===== src/rtl/fwl_pkg.sv =====
package fwl_pkg;
    typedef enum logic [2:0] {
        ST_IDLE   = 3'd0,
        ST_CHECK  = 3'd1,
        ST_ISSUE  = 3'd2,
        ST_WAIT   = 3'd3,
        ST_FINISH = 3'd4
    } fwl_state_e;

    typedef enum logic [1:0] {
        FE_NONE = 2'd0,
        FE_BASE = 2'd1,
        FE_LEN  = 2'd2,
        FE_TMO  = 2'd3
    } fwl_err_e;

    localparam int          CHUNK_LOG2 = 8;
    localparam int          CHUNK_B    = 1 << CHUNK_LOG2;
    localparam logic [2:0]  SIZE_CODE  = 3'b110;
    localparam int          CMD_W      = 5;
endpackage


===== src/rtl/fwl_addr_prep.sv =====
module fwl_addr_prep
    import fwl_pkg::*;
#(
    parameter int ADDR_W = 48,
    parameter int OFFS_W = 32,
    parameter int LEN_W  = 32
) (
    input  logic [ADDR_W-1:0] src_base,
    input  logic [OFFS_W-1:0] src_start,
    input  logic [LEN_W-1:0]  xfer_len,
    input  logic              to_imem,
    output logic [ADDR_W-1:0] eff_base,
    output logic [OFFS_W-1:0] fb_first,
    output logic              base_bad,
    output logic              len_bad
);
    localparam int EXT_W = (ADDR_W > OFFS_W) ? ADDR_W : OFFS_W;

    logic [EXT_W-1:0] folded;

    always_comb begin
        folded = EXT_W'(src_base) + EXT_W'(src_start);
        if (to_imem) begin
            eff_base = src_base;
            fb_first = src_start;
        end else begin
            eff_base = folded[ADDR_W-1:0];
            fb_first = '0;
        end
        base_bad = |eff_base[CHUNK_LOG2-1:0];
        len_bad  = |xfer_len[CHUNK_LOG2-1:0];
    end
endmodule


===== src/rtl/fwl_chunk_ctr.sv =====
module fwl_chunk_ctr
    import fwl_pkg::*;
#(
    parameter int LEN_W = 32
) (
    input  logic             clk,
    input  logic             rst_n,
    input  logic             clr,
    input  logic             step,
    input  logic [LEN_W-1:0] len,
    output logic [LEN_W-1:0] pos,
    output logic             last
);
    logic [LEN_W:0] next_end;

    always_ff @(posedge clk or negedge rst_n) begin
        if (!rst_n) begin
            pos <= '0;
        end else if (clr) begin
            pos <= '0;
        end else if (step) begin
            pos <= pos + LEN_W'(CHUNK_B);
        end
    end

    always_comb begin
        next_end = {1'b0, pos} + (LEN_W+1)'(CHUNK_B);
        last     = next_end >= {1'b0, len};
    end

    a_r6_pos_step: assert property (@(posedge clk) disable iff (!rst_n)
        (step && !clr) |=> (pos == $past(pos) + LEN_W'(CHUNK_B)));
endmodule


===== src/rtl/fwl_idle_timer.sv =====
module fwl_idle_timer #(
    parameter int TMO_CYC = 100_000_000
) (
    input  logic clk,
    input  logic rst_n,
    input  logic clr,
    input  logic run,
    output logic expired
);
    localparam int TW = $clog2(TMO_CYC + 1);
    localparam logic [TW-1:0] LIM = TW'(TMO_CYC - 1);

    logic [TW-1:0] cnt;

    always_ff @(posedge clk or negedge rst_n) begin
        if (!rst_n) begin
            cnt <= '0;
        end else if (clr) begin
            cnt <= '0;
        end else if (run && cnt != LIM) begin
            cnt <= cnt + 1'b1;
        end
    end

    assign expired = run && (cnt == LIM);

    a_r11_cnt_bound: assert property (@(posedge clk) disable iff (!rst_n)
        cnt <= LIM);
endmodule


===== src/rtl/fw_chunk_loader.sv =====
module fw_chunk_loader
    import fwl_pkg::*;
#(
    parameter int ADDR_W  = 48,
    parameter int OFFS_W  = 32,
    parameter int LEN_W   = 32,
    parameter int TMO_CYC = 100_000_000
) (
    input  logic              clk,
    input  logic              rst_n,
    input  logic              start,
    input  logic [ADDR_W-1:0] src_base,
    input  logic [OFFS_W-1:0] src_start,
    input  logic [OFFS_W-1:0] dst_start,
    input  logic [LEN_W-1:0]  xfer_len,
    input  logic              to_imem,
    input  logic              secure,
    output logic              busy,
    output logic              done,
    output logic [1:0]        err_code,
    output logic [31:0]       base_lo,
    output logic [15:0]       base_hi,
    output logic              cmd_valid,
    output logic [OFFS_W-1:0] cmd_moffs,
    output logic [OFFS_W-1:0] cmd_fboffs,
    output logic [CMD_W-1:0]  cmd_word,
    input  logic              dma_idle
);
    fwl_state_e        state_q, state_d;
    fwl_err_e          err_q;

    logic [ADDR_W-1:0] eff_c;
    logic [OFFS_W-1:0] fb_c;
    logic              base_bad_c, len_bad_c;

    logic [ADDR_W-1:0] eff_q;
    logic [OFFS_W-1:0] fb_q, dst_q;
    logic [LEN_W-1:0]  len_q;
    logic              imem_q, sec_q, base_bad_q, len_bad_q;

    logic [LEN_W-1:0]  pos;
    logic              last_chunk, tmo;
    logic              in_wait, pos_clr, pos_step, reject;

    fwl_addr_prep #(.ADDR_W(ADDR_W), .OFFS_W(OFFS_W), .LEN_W(LEN_W)) u_prep (
        .src_base (src_base),
        .src_start(src_start),
        .xfer_len (xfer_len),
        .to_imem  (to_imem),
        .eff_base (eff_c),
        .fb_first (fb_c),
        .base_bad (base_bad_c),
        .len_bad  (len_bad_c)
    );

    assign in_wait  = (state_q == ST_WAIT);
    assign pos_clr  = (state_q == ST_CHECK);
    assign pos_step = in_wait && dma_idle;
    assign reject   = base_bad_q || len_bad_q;

    fwl_chunk_ctr #(.LEN_W(LEN_W)) u_ctr (
        .clk  (clk),
        .rst_n(rst_n),
        .clr  (pos_clr),
        .step (pos_step),
        .len  (len_q),
        .pos  (pos),
        .last (last_chunk)
    );

    fwl_idle_timer #(.TMO_CYC(TMO_CYC)) u_tmr (
        .clk    (clk),
        .rst_n  (rst_n),
        .clr    (state_q == ST_ISSUE),
        .run    (in_wait && !dma_idle),
        .expired(tmo)
    );

    // next-state logic
    always_comb begin
        state_d = state_q;
        unique case (state_q)
            ST_IDLE:   if (start) state_d = ST_CHECK;
            ST_CHECK:  begin
                if (reject || len_q == '0) state_d = ST_FINISH;
                else                       state_d = ST_ISSUE;
            end
            ST_ISSUE:  state_d = ST_WAIT;
            ST_WAIT:   begin
                if (dma_idle)  state_d = last_chunk ? ST_FINISH : ST_ISSUE;
                else if (tmo)  state_d = ST_FINISH;
            end
            ST_FINISH: state_d = ST_IDLE;
            default:   state_d = ST_IDLE;
        endcase
    end

    // state register and request capture
    always_ff @(posedge clk or negedge rst_n) begin
        if (!rst_n) begin
            state_q    <= ST_IDLE;
            err_q      <= FE_NONE;
            eff_q      <= '0;
            fb_q       <= '0;
            dst_q      <= '0;
            len_q      <= '0;
            imem_q     <= 1'b0;
            sec_q      <= 1'b0;
            base_bad_q <= 1'b0;
            len_bad_q  <= 1'b0;
        end else begin
            state_q <= state_d;
            if (state_q == ST_IDLE && start) begin
                eff_q      <= eff_c;
                fb_q       <= fb_c;
                dst_q      <= dst_start;
                len_q      <= xfer_len;
                imem_q     <= to_imem;
                sec_q      <= secure;
                base_bad_q <= base_bad_c;
                len_bad_q  <= len_bad_c;
                err_q      <= FE_NONE;
            end
            if (state_q == ST_CHECK) begin
                if (base_bad_q)     err_q <= FE_BASE;
                else if (len_bad_q) err_q <= FE_LEN;
            end
            if (in_wait && !dma_idle && tmo) err_q <= FE_TMO;
        end
    end

    // outputs
    always_comb begin
        busy       = (state_q != ST_IDLE);
        done       = (state_q == ST_FINISH);
        cmd_valid  = (state_q == ST_ISSUE);
        err_code   = err_q;
        base_lo    = 32'(eff_q >> CHUNK_LOG2);
        base_hi    = 16'(eff_q >> 40);
        cmd_moffs  = dst_q + OFFS_W'(pos);
        cmd_fboffs = fb_q + OFFS_W'(pos);
        cmd_word   = {sec_q, imem_q, SIZE_CODE};
    end

    a_r7_cmd_single: assert property (@(posedge clk) disable iff (!rst_n)
        cmd_valid |=> !cmd_valid);

    a_r7_hold_for_idle: assert property (@(posedge clk) disable iff (!rst_n)
        (in_wait && !dma_idle && !tmo) |=> (!cmd_valid && in_wait));

    a_r13_done_single: assert property (@(posedge clk) disable iff (!rst_n)
        done |=> !done);

    a_r12_base_stable: assert property (@(posedge clk) disable iff (!rst_n)
        (busy && $past(busy)) |-> ($stable(base_lo) && $stable(base_hi)));

    a_r8_reject_no_cmd: assert property (@(posedge clk) disable iff (!rst_n)
        (state_q == ST_CHECK && reject) |=> (!cmd_valid && done && err_code != 2'd0));
endmodule


===== config.mk =====
export PLATFORM = sky130hd
export DESIGN_NAME = fw_chunk_loader
export DESIGN_NICKNAME = d
export VERILOG_FILES = /design/src/rtl/fwl_pkg.sv /design/src/rtl/fwl_addr_prep.sv /design/src/rtl/fwl_chunk_ctr.sv /design/src/rtl/fwl_idle_timer.sv /design/src/rtl/fw_chunk_loader.sv
export SDC_FILE = /design/constraint.sdc
export NUM_CORES = 1
export LEC_CHECK = 0
export BUFFER_PORTS_ARGS = -buffer_cell sky130_fd_sc_hd__buf_2
export CAP_MARGIN = 10
export CORE_ASPECT_RATIO = 1.5
export CORE_MARGIN = 5
export CORE_UTILIZATION = 51
export DETAILED_ROUTE_END_ITERATION = 10
export GPL_TIMING_DRIVEN = 0
export PLACE_DENSITY = 0.78
export SYNTH_ARGS = -nofsm -noshare
export SYNTH_HDL_FRONTEND = slang
export SYNTH_SLANG_ARGS = --single-unit
export TNS_END_PERCENT = 20

===== constraint.sdc =====
create_clock -name clk -period 3.6 [get_ports clk]
set_input_delay 0.54 -clock clk [delete_from_list [all_inputs] [get_ports clk]]
set_output_delay 0.54 -clock clk [all_outputs]
set_load 0.05 [all_outputs]

Yosys cells after proc, flatten, opt, wreduce, memory -nomap -nowiden. Index checks and enable logic that the tools add are counted.

Bits in registers: 212. Bits of input ports: 150. Output and inout bits: 122. Logic and storage cells: 61.

Add/subtract/negate cells: 6. Order comparisons: 1. Eq/ne operators: 8. Multiplexer cells: 17. Reductions and logical operators: 17.

Operators by type and width (number): $mux 32 (3); $add 32x32->32 (2); $mux 27 (2); $add 48x32->48 (1); $mux 48 (1); $add 32x9->33 const B (1); $ge 33x32->1 (1); $add 32x9->32 const B (1); $logic_not 32->1 (1); $add 27x1->27 const B (1); $eq 27x27->1 const B (1); $ne 27x27->1 const B (1); $reduce_or 8->1 (2); $mux 3 (5); $pmux 3 s4 (1); $mux 2 (5); $eq 3x2->1 const B (2); $logic_and 1x1->1 (6); $reduce_bool 2->1 (2); $eq 3x1->1 const B (1); $eq 3x3->1 const B (1); $logic_not 3->1 (1); $ne 3x3->1 const B (1); $reduce_bool 3->1 (1); other kinds (4) (5).

Depth between registers and ports, before layout.
Word-level depth: 7. Depth in mapped cells: 19. Depth with buffers taken out: 17.

Hierarchy. Synthesis repeated with hierarchy kept, for this count alone.

Cells, all modules: 1899. Area, all modules: 15210.8 um^2.

Modules (own cells, without submodules): fw_chunk_loader (instances 1, cells each 1086, area an instance 8804.7 um^2, sequential area each 3628.5 um^2); fwl_addr_prep (instances 1, cells each 393, area an instance 2682.6 um^2, sequential area each 0.0 um^2); fwl_chunk_ctr (instances 1, cells each 272, area an instance 2264.7 um^2, sequential area each 600.6 um^2); fwl_idle_timer (instances 1, cells each 148, area an instance 1458.9 um^2, sequential area each 675.6 um^2).

Least setup slack after synthesis. Ideal clock, no wire load.

Path kind: register to output. From: register u_ctr.pos[9]. To: output cmd_moffs[30]. Data arrival time: 3.037 ns. Required time: 3.060 ns. Path slack: 0.023 ns. Cell stages (with the launch flop): 11. Buffers on the path: 0. Cells stage by stage: dfrtp_1 ha_1 a21oi_1 o21ai_1 o2111ai_1 a21o_1 a311oi_1 o21ai_0 a21boi_1 o31ai_1 xnor2_1.

Longest elaborated chain between the ends: 1.

RTL lines: from (decl) (line fwl_chunk_ctr.sv:11) `output logic [LEN_W-1:0] pos,`; from (signal assigned) (line fwl_chunk_ctr.sv:22) `pos <= pos + LEN_W'(CHUNK_B);`; $add 32x32->32 (line fw_chunk_loader.sv:140) `cmd_moffs = dst_q + OFFS_W'(pos);`; to (decl) (line fw_chunk_loader.sv:24) `output logic [OFFS_W-1:0] cmd_moffs,`.

No other way between the ends.

Worst setup path in the final report.
From: register u_ctr.pos[9]. To: output cmd_fboffs[31].

Longest elaborated chain between the ends: 1.

RTL lines: $add 32x32->32 (line fw_chunk_loader.sv:141) `cmd_fboffs = fb_q + OFFS_W'(pos);`; to (decl) (line fw_chunk_loader.sv:25) `output logic [OFFS_W-1:0] cmd_fboffs,`.

No other way between the ends.

==> impl_metrics.py <==
metrics = {
    "setup_path": {
        "crit_slowest_cell": "dfrtp_2",
        "arrival_ns": 3.21,
        "startpoint_type": "flop",
        "crit_type": "flop to primary output",
        "crit_path_max_fanout": 4,
        "crit_family": "compound AO/OA/AOI/OAI gates",
        "cp-end-kind": "primary output",
        "cp.required_ns": 3.06,
        "crit_chain": "buf_12, ha_4, a21oi_4, o21a_1, o21ai_4, a31oi_4, buf_12, o21ai_4, a221o_1, o31a_1, nor2_2, xnor2_1, buf_4",
        "cpPeakStageDelay_ns": 0.44,
        "crit_buf_inv": 3,
    },
    "final_layout": {
        "syn2layout_area_growth_pct": 24.1,
        "fin_cells": 2223,
        "final_cell_mix": "nand2_1 (314), buf_2 (249), dfrtp_1 (185)",
        "drive_gt1_share_pct": 22.9,
        "layout_commonest_cell": "nand2_1",
        "num-nets-final": 2134,
    },
    "synthesis": {
        "synth_edf_count": 0,
        "syn_avg_cell_area_um2": 8.34,
        "yosysTopAreaCell": "dfrtp_1",
        "yosysWarnings": 0,
        "seq_area_frac_synth_pct": 37.9,
        "synthFlopType": "dfrtp_1",
        "syn_area_mm2": 0.0129,
        "synth_area_leaders": "dfrtp_1 (38%), ha_1 (10%), nand2_1 (9.1%), xnor2_1 (4.3%), o21ai_0 (3.9%)",
        "synth_top_area_share_pct": 37.9,
        "postSynthCellCount": 1552,
        "yosysUniqueCellTypes": 75,
        "synth-seq-cells": 196,
        "async_reset_ff_share_pct": 100,
    },
    "timing": {
        "drv_slew": 0,
        "rsz0062_at_grt": "true",
        "finalCritPeriodShare_pct": 104,
        "worst_pin_slew_ns": 0.811,
        "setup_violations": 11,
        "setup_ws_ns": -0.152,
        "hold_viol_final": 0,
        "period_minus_slack_ns": 3.75,
        "max_freq_ghz": 0.267,
        "max_slew_margin_pct": 45.9,
        "fin_hold_ws_ns": 0.130,
        "clock_skew_ns": 0.00780,
    },
    "power": {
        "p_per_area_mw_per_mm2": 730,
        "power.leakage_nw": 8.17,
        "ir_drop_v": 0.000458,
    },
    "global_route": {
        "antenna_found_initial": 3,
        "grt_max_degree": 101,
        "grt_pass1_vias": 12900,
        "overflow": 0,
        "track_usage_pct": 28.5,
        "grt_first_pass_wirelength_um": 65000,
    },
    "drt": {
        "wl_um": 42000,
        "vias": 12600,
        "viasPerCell": 5.66,
        "dr.max_layer_used": "met4",
        "drtPass1Iterations": 9,
        "route.met2.wl_um": 22200,
        "wl_per_cell_um": 18.9,
        "route.met3.wl_um": 2130,
        "post-route-drc-count": 0,
        "ant_nets": 0,
        "drt_iter0_drc": 990,
        "met1_length_um": 15700,
    },
    "placed_design": {
        "dp.cells": 2150,
        "pre_cts_ws_ns": -0.522,
        "port_buffers": 260,
        "gp_congestion": 0.939,
        "dpl.hpwl_um": 32000,
    },
    "floorplanning": {
        "row_count": 71,
        "chipWidth_um": 140,
        "die_area_mm2": 0.0287,
        "ioPinCount": 272,
        "die_h_um": 205,
        "core_mm2": 0.0251,
        "initial_core_util_pct": 51.7,
    },
    "clock_tree": {
        "cts.sinks": 196,
        "cts-root-buf": "clkbuf_16",
        "numCtsBuffers": 17,
        "postCtsHoldBufs": 0,
        "clock_path_buffers": 2,
        "htreeDepth": 4,
        "clock_latency_ns": 0.45,
        "clk_pin_slew_ns": 0.07,
        "cts_tree": "yes",
    },
    "outcome": {
        "status": "complete, but fails checks",
        "violations": "setup timing",
    },
    "worst_hold_path": {
        "hold_class": "primary input to asynchronous set/reset pin",
    },
    "run": {
        "cap_violations": 0,
    },
}
[stage by stage]
step / power (mW) / area (um2) / utilization, % / TNS, ns
finish: 11.7 / 16100 / 64.2 / -0.557
global route: 12.4 / 16100 / 64.2 / -2.04
CTS: 11.6 / 15800 / 63.2 / -0.773
detailed placement: 9.61 / 14700 / 58.8 / -4.02
global placement: 9.46 / 14700 / 58.7 / -252.13
floorplan: 7.86 / 13000 / - / 0
[report_power, final]
part	total [mW]	internal (mW)	switching, mW
registers	3.51	2.98	0.533
clock network	1.84	0.926	0.910
logic	6.39	1.81	4.59
[registers in the layout (all words and copies together), names as in the netlist]
name        count
state_q         3
eff_q          40
u_ctr.pos      24
sec_q           1
base_bad_q      1
imem_q          1
dst_q          32
len_bad_q       1
len_q          32
u_tmr.cnt      27
fb_q           32
err_code        2
[cell families (layout without fill, tap and decap cells)]
| group | Yosys count | in the layout | synth area share [%] |
|---|---|---|---|
| AOI/OAI and AO/OA | 323 | 323 | 15.8 |
| xor gates and xnor gates | 107 | 107 | 7.24 |
| adders and majority gates | 105 | 105 | 10.2 |
| buffers and inverters | 141 | 472 | 4.64 |
| DFF | 196 | 196 | 37.9 |
| muxes | 10 | 10 | 0.812 |
| other | 2 | 14 | 0.0580 |
| and+or+nand+nor | 668 | 668 | 23.4 |
[synth_stat cells (5+ instances only)]
library cell and instances:
nor3_1 29, nor4_1 15, a211oi_1 5, a22oi_1 5
dfrtp_1 196, nor3b_1 8, and3_1 23, o21bai_1 7
buf_4 17, o21ai_1 5, o21a_1 22, xnor2_1 64
nor2b_1 13, and2_1 6, mux2i_1 9, nand4_1 19
o21ai_0 102, o31ai_1 7, nand2_1 314, xor2_1 43
buf_2 5, ha_1 104, a31oi_1 13, o211ai_1 5
nor2_1 121, nand3_1 78, a21oi_1 73, a22o_1 12
clkbuf_1 67, a21o_1 35, nand2b_1 7, inv_1 50
or3_1 11
[path summary, 6_finish.rpt]
check                      slack, ns          start  depth (start not counted)             end
max                            -0.15   u_ctr.pos[9]                         13  cmd_fboffs[31]
min                             0.13          rst_n                          1       eff_q[44]
max reg2reg                    -0.06   u_ctr.pos[9]                         19      state_q[1]
min reg2reg                     0.47        fb_q[3]                          2         fb_q[3]
max in group asynchronous       2.48          rst_n                          2        fb_q[29]
min in group clk                0.28  dst_start[27]                          3       dst_q[27]
[per-layer routing]
metal	track usage, %	vias up
met1	31.7	6034
met4	14.0	0
li1	-	5995
met2	52.4	441
met3	4.62	109
met5	0	-
[cell type report]
type / instances / area, um2
Sequential cell: 196 / 4920
Tap cell: 328 / 410
Fill cell: 2139 / 8970
Clock inverter: 13 / 98.8
Inverter: 50 / 188
Multi-Input combinational cell: 1224 / 7870
Buffer: 90 / 424
Antenna cell: 3 / 7.51
Clock buffer: 19 / 453
Timing Repair Buffer: 300 / 1700
[timing repair]
| action | CTS | global route |
|---|---|---|
| buffers inserted | 28 | 10 |
| setup endpoints to repair | 48 | 20 |
| pin swaps | 29 | 28 |
| gates cloned | 0 | 0 |
| gates resized for setup | 75 | 33 |
Power figures use the tool's default switching activity.
